**config.mk**
```make
export PLATFORM = sky130hd
export DESIGN_NAME = err_first_capture
export DESIGN_NICKNAME = d
export VERILOG_FILES = /design/src/rtl/errcap_pkg.sv /design/src/rtl/errcap_select.sv /design/src/rtl/errcap_regs.sv /design/src/rtl/errcap_rdmux.sv /design/src/rtl/err_first_capture.sv
export SDC_FILE = /design/constraint.sdc
export NUM_CORES = 1
export LEC_CHECK = 0
export ABC_AREA = 1
export ABC_CLOCK_PERIOD_IN_PS = 1400
export BUFFER_PORTS_ARGS = -buffer_cell sky130_fd_sc_hd__buf_2
export CAP_MARGIN = 20
export CORE_ASPECT_RATIO = 1.75
export CORE_MARGIN = 5
export CORE_UTILIZATION = 40
export CTS_CLUSTER_DIAMETER = 100
export DETAILED_ROUTE_END_ITERATION = 16
export PLACE_DENSITY = 0.71
export SLEW_MARGIN = 30
export SYNTH_ARGS = -nofsm -noshare
export SYNTH_HDL_FRONTEND = slang
export SYNTH_SLANG_ARGS = --single-unit
export TNS_END_PERCENT = 10
```
**constraint.sdc**
```tcl
create_clock -name clk -period 1.4 [get_ports clk]
set_clock_uncertainty 0.1 [all_clocks]
set_input_delay 0.35 -clock clk [delete_from_list [all_inputs] [get_ports clk]]
set_output_delay 0.35 -clock clk [all_outputs]
set_load 0.02 [all_outputs]
```
**src/rtl/errcap_pkg.sv**
```systemverilog
package errcap_pkg;
  localparam int ST_W = 8;
  localparam int NUM_SRC = 5;

  // source indices, lower index wins when strobes coincide
  localparam int SRC_MEMRD = 0;
  localparam int SRC_L2    = 1;
  localparam int SRC_RANGE = 2;
  localparam int SRC_UNSUP = 3;
  localparam int SRC_ROM   = 4;

  // status register 1 fields
  localparam int S1_KIND_LO = 0;
  localparam int S1_MEMPAR  = 2;
  localparam int S1_PCI     = 3;
  // status register 2 fields
  localparam int S2_ROM     = 0;
  localparam int S2_RANGE   = 1;
  localparam int S2_L2      = 2;
  localparam int S2_AINV    = 7;

  typedef struct packed {
    logic            vld;
    logic [ST_W-1:0] s1;
    logic [ST_W-1:0] s2;
  } err_rec_t;
endpackage

```
**src/rtl/errcap_select.sv**
```systemverilog
module errcap_select
  import errcap_pkg::*;
#(
  parameter int AW = 32
) (
  input  logic          memrd_par_vld,
  input  logic          memrd_par_pci,
  input  logic [AW-1:0] memrd_par_addr,
  input  logic          l2_par_vld,
  input  logic          range_vld,
  input  logic          range_pci,
  input  logic [AW-1:0] range_addr,
  input  logic          unsup_vld,
  input  logic [1:0]    unsup_kind,
  input  logic [AW-1:0] unsup_addr,
  input  logic          rom_wr_vld,
  input  logic [AW-1:0] rom_wr_addr,
  output err_rec_t      win_rec,
  output logic [AW-1:0] win_addr
);
  logic [NUM_SRC-1:0] cand_vld;
  logic [ST_W-1:0]    cand_s1   [NUM_SRC];
  logic [ST_W-1:0]    cand_s2   [NUM_SRC];
  logic [AW-1:0]      cand_addr [NUM_SRC];

  // each detector turns into a complete status record
  always_comb begin
    for (int i = 0; i < NUM_SRC; i++) begin
      cand_s1[i]   = '0;
      cand_s2[i]   = '0;
      cand_addr[i] = '0;
    end
    cand_vld = '0;

    cand_vld[SRC_MEMRD]            = memrd_par_vld;
    cand_s1[SRC_MEMRD][S1_MEMPAR]  = 1'b1;
    cand_s1[SRC_MEMRD][S1_PCI]     = memrd_par_pci;
    cand_addr[SRC_MEMRD]           = memrd_par_addr;

    cand_vld[SRC_L2]               = l2_par_vld;
    cand_s2[SRC_L2][S2_L2]         = 1'b1;
    cand_s2[SRC_L2][S2_AINV]       = 1'b1;

    cand_vld[SRC_RANGE]            = range_vld;
    cand_s2[SRC_RANGE][S2_RANGE]   = 1'b1;
    cand_s1[SRC_RANGE][S1_PCI]     = range_pci;
    cand_addr[SRC_RANGE]           = range_addr;

    cand_vld[SRC_UNSUP]                       = unsup_vld && (unsup_kind != 2'b00);
    cand_s1[SRC_UNSUP][S1_KIND_LO+1:S1_KIND_LO] = unsup_kind;
    cand_addr[SRC_UNSUP]                      = unsup_addr;

    cand_vld[SRC_ROM]              = rom_wr_vld;
    cand_s2[SRC_ROM][S2_ROM]       = 1'b1;
    cand_addr[SRC_ROM]             = rom_wr_addr;
  end

  // fixed priority: walk from lowest priority so the lowest index overwrites
  always_comb begin
    win_rec  = '0;
    win_addr = '0;
    for (int i = NUM_SRC - 1; i >= 0; i--) begin
      if (cand_vld[i]) begin
        win_rec.vld = 1'b1;
        win_rec.s1  = cand_s1[i];
        win_rec.s2  = cand_s2[i];
        win_addr    = cand_addr[i];
      end
    end
  end
endmodule

```
**src/rtl/errcap_regs.sv**
```systemverilog
module errcap_regs
  import errcap_pkg::*;
#(
  parameter int AW = 32
) (
  input  logic            clk,
  input  logic            rst_n,
  input  err_rec_t        ev_rec,
  input  logic [AW-1:0]   ev_addr,
  input  logic            clr1_en,
  input  logic            clr2_en,
  input  logic [ST_W-1:0] clr_mask,
  output logic [ST_W-1:0] st1,
  output logic [ST_W-1:0] st2,
  output logic [AW-1:0]   cap_addr
);
  logic [ST_W-1:0] s1_left, s2_left;
  logic            armed;

  // clear is applied first; capture is allowed on what remains
  assign s1_left = clr1_en ? (st1 & ~clr_mask) : st1;
  assign s2_left = clr2_en ? (st2 & ~clr_mask) : st2;
  assign armed   = (s1_left == '0) && (s2_left == '0);

  always_ff @(posedge clk or negedge rst_n) begin
    if (!rst_n) begin
      st1      <= '0;
      st2      <= '0;
      cap_addr <= '0;
    end else if (armed && ev_rec.vld) begin
      st1      <= ev_rec.s1;
      st2      <= ev_rec.s2;
      cap_addr <= ev_addr;
    end else begin
      st1      <= s1_left;
      st2      <= s2_left;
    end
  end

  // frozen snapshot survives any strobe when no clear is written
  assert_frozen_hold_R7: assert property (@(posedge clk) disable iff (!rst_n)
    (((st1 | st2) != '0) && !clr1_en && !clr2_en) |=> ($stable(st1) && $stable(st2) && $stable(cap_addr)));

  // an empty register set with a strobe always ends up holding something
  assert_rearm_capture_R9: assert property (@(posedge clk) disable iff (!rst_n)
    (((st1 | st2) == '0) && ev_rec.vld) |=> ((st1 | st2) != '0));

  // cache parity always comes with the address-invalid flag
  assert_l2_addr_invalid_R4: assert property (@(posedge clk) disable iff (!rst_n)
    $rose(st2[S2_L2]) |-> (st2[S2_AINV] && !st1[S1_PCI] && cap_addr == '0));

  // ROM write errors are processor-side with a valid address
  assert_rom_qualifiers_R5: assert property (@(posedge clk) disable iff (!rst_n)
    $rose(st2[S2_ROM]) |-> (!st1[S1_PCI] && !st2[S2_AINV]));

  // at most one error type is ever recorded in a snapshot
  assert_single_type_R12: assert property (@(posedge clk) disable iff (!rst_n)
    $onehot0({(st1[S1_KIND_LO+1:S1_KIND_LO] != 2'b00), st1[S1_MEMPAR],
              st2[S2_ROM], st2[S2_RANGE], st2[S2_L2]}));
endmodule

```
**src/rtl/errcap_rdmux.sv**
```systemverilog
module errcap_rdmux
  import errcap_pkg::*;
#(
  parameter int AW = 32,
  parameter int DW = 32
) (
  input  logic [1:0]      rd_idx,
  input  logic [ST_W-1:0] st1,
  input  logic [ST_W-1:0] st2,
  input  logic [AW-1:0]   cap_addr,
  output logic [DW-1:0]   rdata
);
  always_comb begin
    case (rd_idx)
      2'd0:    rdata = DW'(st1);
      2'd1:    rdata = DW'(st2);
      2'd2:    rdata = DW'(cap_addr);
      default: rdata = '0;
    endcase
  end
endmodule

```
**src/rtl/err_first_capture.sv**
```systemverilog
module err_first_capture
  import errcap_pkg::*;
#(
  parameter int AW = 32,
  parameter int DW = 32
) (
  input  logic          clk,
  input  logic          rst_n,
  input  logic          memrd_par_vld,
  input  logic          memrd_par_pci,
  input  logic [AW-1:0] memrd_par_addr,
  input  logic          l2_par_vld,
  input  logic          range_vld,
  input  logic          range_pci,
  input  logic [AW-1:0] range_addr,
  input  logic          unsup_vld,
  input  logic [1:0]    unsup_kind,
  input  logic [AW-1:0] unsup_addr,
  input  logic          rom_wr_vld,
  input  logic [AW-1:0] rom_wr_addr,
  input  logic [1:0]    reg_addr,
  input  logic          reg_wr,
  input  logic [DW-1:0] reg_wdata,
  output logic [DW-1:0] reg_rdata,
  output logic          err_irq
);
  localparam int IDX_ST1 = 0;
  localparam int IDX_ST2 = 1;

  err_rec_t        win_rec;
  logic [AW-1:0]   win_addr;
  logic [ST_W-1:0] st1, st2;
  logic [AW-1:0]   cap_addr;
  logic            clr1_en, clr2_en;

  assign clr1_en = reg_wr && (reg_addr == 2'(IDX_ST1));
  assign clr2_en = reg_wr && (reg_addr == 2'(IDX_ST2));

  errcap_select #(.AW(AW)) u_sel (
    .memrd_par_vld (memrd_par_vld),
    .memrd_par_pci (memrd_par_pci),
    .memrd_par_addr(memrd_par_addr),
    .l2_par_vld    (l2_par_vld),
    .range_vld     (range_vld),
    .range_pci     (range_pci),
    .range_addr    (range_addr),
    .unsup_vld     (unsup_vld),
    .unsup_kind    (unsup_kind),
    .unsup_addr    (unsup_addr),
    .rom_wr_vld    (rom_wr_vld),
    .rom_wr_addr   (rom_wr_addr),
    .win_rec       (win_rec),
    .win_addr      (win_addr)
  );

  errcap_regs #(.AW(AW)) u_regs (
    .clk     (clk),
    .rst_n   (rst_n),
    .ev_rec  (win_rec),
    .ev_addr (win_addr),
    .clr1_en (clr1_en),
    .clr2_en (clr2_en),
    .clr_mask(reg_wdata[ST_W-1:0]),
    .st1     (st1),
    .st2     (st2),
    .cap_addr(cap_addr)
  );

  errcap_rdmux #(.AW(AW), .DW(DW)) u_rd (
    .rd_idx  (reg_addr),
    .st1     (st1),
    .st2     (st2),
    .cap_addr(cap_addr),
    .rdata   (reg_rdata)
  );

  assign err_irq = (st1 != '0) || (st2 != '0);

  // a pending snapshot cannot be dropped without a write to a status register
  assert_irq_needs_clear_R11: assert property (@(posedge clk) disable iff (!rst_n)
    ($past(err_irq) && !err_irq) |-> $past(clr1_en || clr2_en));
endmodule

```
# Word level (Yosys, flattened, before mapping)

Index checks and enable logic that the tools add are counted.

Bitwise logic cells: 3
Mux-type cells: 15
Eq/ne operators: 2
Reductions and logical operators: 12

Operator list:

| cell                                                                  | count |
|---|---|
| 32-bit two-way mux                                                    | 5 |
| 32-bit case mux with 3 select lines                                   | 1 |
| 17-bit two-way mux                                                    | 5 |
| 8-bit two-way mux                                                     | 4 |
| 8-bit bitwise AND                                                     | 2 |
| 8-bit zero test                                                       | 2 |
| 8-bit nonzero test                                                    | 2 |
| 8-bit inverter                                                        | 1 |
| 1-bit logical AND                                                     | 5 |
| 2-bit by 1-bit equality test with 1-bit output, second input constant | 1 |
| 2-bit equality test, second input constant                            | 1 |
| 2-bit zero test                                                       | 1 |
| 2-bit nonzero test                                                    | 1 |
| 1-bit logical OR                                                      | 1 |

Bits of input ports: 174
Output and inout bits: 33
Register bits after elaboration: 48
Word-level logic and storage cells: 35

# Depth between registers and ports, before layout

Depth after elaboration: 8
Mapped depth: 13

# Cells and area by module

A second synthesis with hierarchy kept.

Cell total of the unflattened synthesis: 769
Area, all modules: 4439.3 µm²

Modules (own cells, without submodules):

| module            | area each (µm²) | sequential area each (µm²) | times used | cells an instance |
|---|---|---|---|---|
| errcap_regs       | 2306.0          | 1201.2                     | 1          | 286 |
| errcap_select     | 1644.1          | 0.0                        | 1          | 377 |
| errcap_rdmux      | 417.9           | 0.0                        | 1          | 88 |
| err_first_capture | 71.3            | 0.0                        | 1          | 18 |

# Worst setup path before layout

OpenSTA, ideal clock, no wires.

Path kind: input-to-reg
From: in reg_addr[0]
To: reg u_regs.cap_addr[0]
Arrival time: 1.460 ns
Path buffers: 3
Library setup time: 0.120 ns
Required time: 1.180 ns
Slack: -0.280 ns
Stages on the path: 11
Cell sequence: buf_6 nor2_4 buf_6 nand3_2 nand2_2 nand2_4 nor2_8 nand3_4 buf_6 o21bai_2 nand2_1

Cells in the longest elaborated chain, start to end: 6
Elaborated cells on any way between the ends: 10
Classes of those cells: 1 x eq/ne; 2 x mux; 7 x reduce/logical

Ends and longest elaborated chain:

| item                                                                              | line                                             | RTL |
|---|---|---|
| start: declaration                                                                | err_first_capture.sv:21                          | `input logic [1:0] reg_addr,` |
| 2-bit by 1-bit equality test with 1-bit output or 2-bit zero test (tied branches) | err_first_capture.sv:37, err_first_capture.sv:36 |  |
| 1-bit logical AND (on tied branches)                                              | err_first_capture.sv:37, err_first_capture.sv:36 |  |
| 8-bit two-way mux (on tied branches)                                              | errcap_regs.sv:22, errcap_regs.sv:21             |  |
| 8-bit zero test                                                                   | errcap_regs.sv:23                                | `assign armed = (s1_left == '0) && (s2_left == '0);` |
| 1-bit logical AND (*)                                                             | errcap_regs.sv:23                                |  |
| 1-bit logical AND (*)                                                             | errcap_regs.sv:30                                | `end else if (armed && ev_rec.vld) begin` |
| end signal: assignment                                                            | errcap_regs.sv:33                                | `cap_addr <= ev_addr;` |
| end: declaration                                                                  | errcap_regs.sv:15                                | `output logic [AW-1:0] cap_addr` |

Every way passes the cells marked *; elsewhere a longest branch is shown, timed or not.
A chain may end at the register's enable or synchronous reset.

# Worst setup path after layout

From: reg u_regs.st1[4]
To: out err_irq

Cells in the longest elaborated chain, start to end: 2

Ends and longest elaborated chain:

| item                     | line                    | RTL |
|---|---|---|
| start: declaration       | errcap_regs.sv:13       | `output logic [ST_W-1:0] st1,` |
| start signal: assignment | errcap_regs.sv:31       | `st1 <= ev_rec.s1;` |
| start signal: assignment | errcap_regs.sv:35       | `st1 <= s1_left;` |
| 8-bit nonzero test       | err_first_capture.sv:77 | `assign err_irq = (st1 != '0) \|\| (st2 != '0);` |
| 1-bit logical OR         | err_first_capture.sv:77 |  |
| end: declaration         | err_first_capture.sv:25 | `output logic err_irq` |

No other way between the ends.

==> out/results.ini <==
[setup_path]
ff2ff_setup_slack_ns = -0.19
critPathKind = flip-flop to primary output
cp-start-kind = flip-flop
r2r.worst_path.cells = 10
r2r-start = u_regs.st2[4]$_DFF_PN0_
crit_required_ns = 0.95
endpoint_kind = primary output
arrival_ns = 1.37
timing.rr.end = u_regs.cap_addr[26]$_DFFE_PN0P_
path_max_fanout = 3

[pwr]
p_switching_mw = 3.47
p_seq_share_pct = 24.3
leakagePower_nw = 3.43
internal_power_mw = 5.00
sw_frac_of_total_pct = 41.0
pwr-share-clk_pct = 16.4
combPwrFrac_pct = 59.3
irDropWorstVdd_v = 0.000749
powerDensity_nw_per_um2 = 1340

[placement]
dpl.cell_count = 951
portBuffers = 182
finalWeightedCongestion = 0.930
hpwl_um = 10700

[logic_synthesis]
netlist_area_sq_um = 4170
ys_seq_area_share_pct = 28.8
synth_top_area_share_pct = 28.8
synth_area_leaders = dfrtp_1, nand2_1, nor2_1, nand3_1, o21bai_2
syn_nets = 801
syn_inst = 627
avgSynthCellArea_sq_um = 6.66
synth_cell_type_count = 28
yosys_warnings = 0
synth_largest_area_cell = dfrtp_1
ys_ff_latch = 48

[timing]
hold_violations = 0
rsz0062_at_grt = yes
max_slew_margin_pct = 75.4
fmax_mhz = 549
setup_ws_ns = -0.421
setup_viol = 73
maxSlewViolCount = 0
fin_crit_sh_pct = 130
period_needed_ns = 1.82
tns_ns = -10.68
worst_slew_pin_slew_ns = 0.369

[layout]
drive_gt1_share_pct = 43.2
syn2layout_area_growth_pct = 51.8
fill_cells = 917
fin_cells = 971
fin_nets = 1016
utilization_pct = 61.9

[floorplanning]
die_h_um = 145
die_w_um = 87.2
ios = 207
core_area_sq_um = 10200
start_util_pct = 40.8
die-area_sq_um = 12700
rows = 49

[global_route]
grt_pass1_vias = 4756
grt_max_degree = 68
antenna_found_initial = 1
grt_first_pass_wirelength_um = 22200
grt-ovfl-total = 0
groute.usage.overall_pct = 21.9

[clock_network]
cts_buffers = 5
cts_root_buf = clkbuf_16
clock_latency_ns = 0.29
clock_sinks = 48
htree_levels = 2
clk_pin_slew_ns = 0.07
cts.path.max_buffers = 2
cts_tree = done

[drt]
drc = 0
post_drt_wl_per_cell_um = 14.8
drtIter0Drc = 219
drt-pass1-iter-count = 4
vias = 4764
viasPerCell = 4.91
ant_nets = 0
wirelength_um = 14400

[worst_hold_path]
holdPathStages = 5
min_from = memrd_par_addr[17]
min_to = u_regs.cap_addr[17]$_DFFE_PN0P_
hold_class = input port to flip-flop

[flow_run]
cap_violations = 0

[outcome]
failed_checks = negative setup slack
status = complete, but fails checks

[sequential cells by signal, summed over array words and instances, names as in the netlist]
| name | count |
|---|---|
| u_regs.st2 | 8 |
| u_regs.st1 | 8 |
| u_regs.cap_addr | 32 |
[how the worst max path moves through the flow]
| stage | startpoint | end | slack [ns] |
|---|---|---|---|
| after floorplan | reg_addr[0] | u_regs.cap_addr[0]$_DFFE_PN0P_ | -0.28 |
| after global placement | reg_addr[1] | u_regs.cap_addr[14]$_DFFE_PN0P_ | -0.54 |
| after detailed placement | reg_addr[1] | u_regs.cap_addr[14]$_DFFE_PN0P_ | -0.54 |
| after CTS | u_regs.st1[3]$_DFF_PN0_ | err_irq | -0.43 |
| after global routing | u_regs.st2[4]$_DFF_PN0_ | err_irq | -0.46 |
| final | u_regs.st1[4]$_DFF_PN0_ | err_irq | -0.42 |
[per-stage QoR]
stage               power (mW)  instance area [sq um]  setup WS [ns]  hold WS (ns)
floorplan                 5.07                   4170         -0.280       -0.0456
global placement          6.15                   5540         -0.537         0.251
detailed placement        6.22                   5540         -0.542         0.254
CTS                       7.99                   6130         -0.431         0.286
global route              9.00                   6340         -0.457         0.314
finish                    8.46                   6340         -0.421         0.290
[routing by layer]
metal / GRT usage, % / vias up / part of all wire, %
met1: 24.8 / 2165 / 37
li1: - / 2419 / -
met2: 40.0 / 145 / 55
met3: 2.04 / 35 / 4.2
met4: 10.4 / 0 / 3.8
met5: 0 / - / 0
[placed cells by master (no fill, tap or decap), drive strengths merged]
cell type | netlist | layout
buf | 20 | 248
nand2 | 184 | 184
nor2 | 103 | 103
inv | 86 | 87
nand3 | 74 | 74
dfrtp | 48 | 48
o211ai | 38 | 38
o21bai | 33 | 33
nand4 | 7 | 7
clkbuf | 23 | 7
nor4 | 4 | 4
o221ai | 2 | 2
o21ai | 2 | 2
diode | 0 | 1
a31oi | 1 | 1
a22o | 1 | 1
clkinv | 1 | 1
clkinvlp | 0 | 1
bufinv | 0 | 1
dlygate4sd3 | 0 | 1
[power by group through the flow]
stage / logic [mW] / clock network (mW) / registers, mW
2_1_floorplan: 3.05 / 0 / 2.02
3_3_place_gp: 4.10 / 0 / 2.05
3_5_place_dp: 4.16 / 0 / 2.07
4_1_cts: 4.54 / 1.40 / 2.05
5_1_grt: 5.44 / 1.46 / 2.10
6_report: 5.02 / 1.38 / 2.06
[critical path: stages (launching register included)]
cell and delay, ns:
dfrtp_1 0.41, nor4_2 0.25, buf_4 0.16, nand4_1 0.08
buf_4 0.18
[final cells by class]
class | count | area (sq um) | share of cell area (%)
Multi-Input combinational cell | 449 | 2600 | 41.1
Tap cell | 127 | 159 | 2.51
Sequential cell | 48 | 1200 | 19.0
Timing Repair Buffer | 251 | 1860 | 29.4
Clock inverter | 3 | 46.3 | 0.731
Clock buffer | 5 | 125 | 1.97
Inverter | 87 | 335 | 5.29
Antenna cell | 1 | 2.50 | 0.0395
[synth_stat cells (all sizes together)]
master / number
o221ai: 2
a22o: 1
inv: 86
o21bai: 33
o211ai: 38
nor2: 103
o21ai: 2
dfrtp: 48
nand3: 74
nand4: 7
clkinv: 1
nand2: 184
nor4: 4
clkbuf: 23
a31oi: 1
buf: 20
[logic make-up (layout without fill, tap and decap cells)]
kind of cell    Yosys count  after routing  share of synthesized area (%)
buf+inv                 130            346                           14.8
simple gates            372            372                           39.8
flops                    48             48                           28.8
other cells               0              1                              0
compound gates           77             77                           16.6
[what timing repair did]
item                                   CTS  global route
gates resized for setup                100            33
buffers inserted                         1             6
setup endpoints to repair               73            73
pin swaps                                7            21
endpoints found under the hold margin   48             0
hold buffers                             1             0
gates cloned                             3             2
No activity file was read; power rests on OpenSTA's default activity.
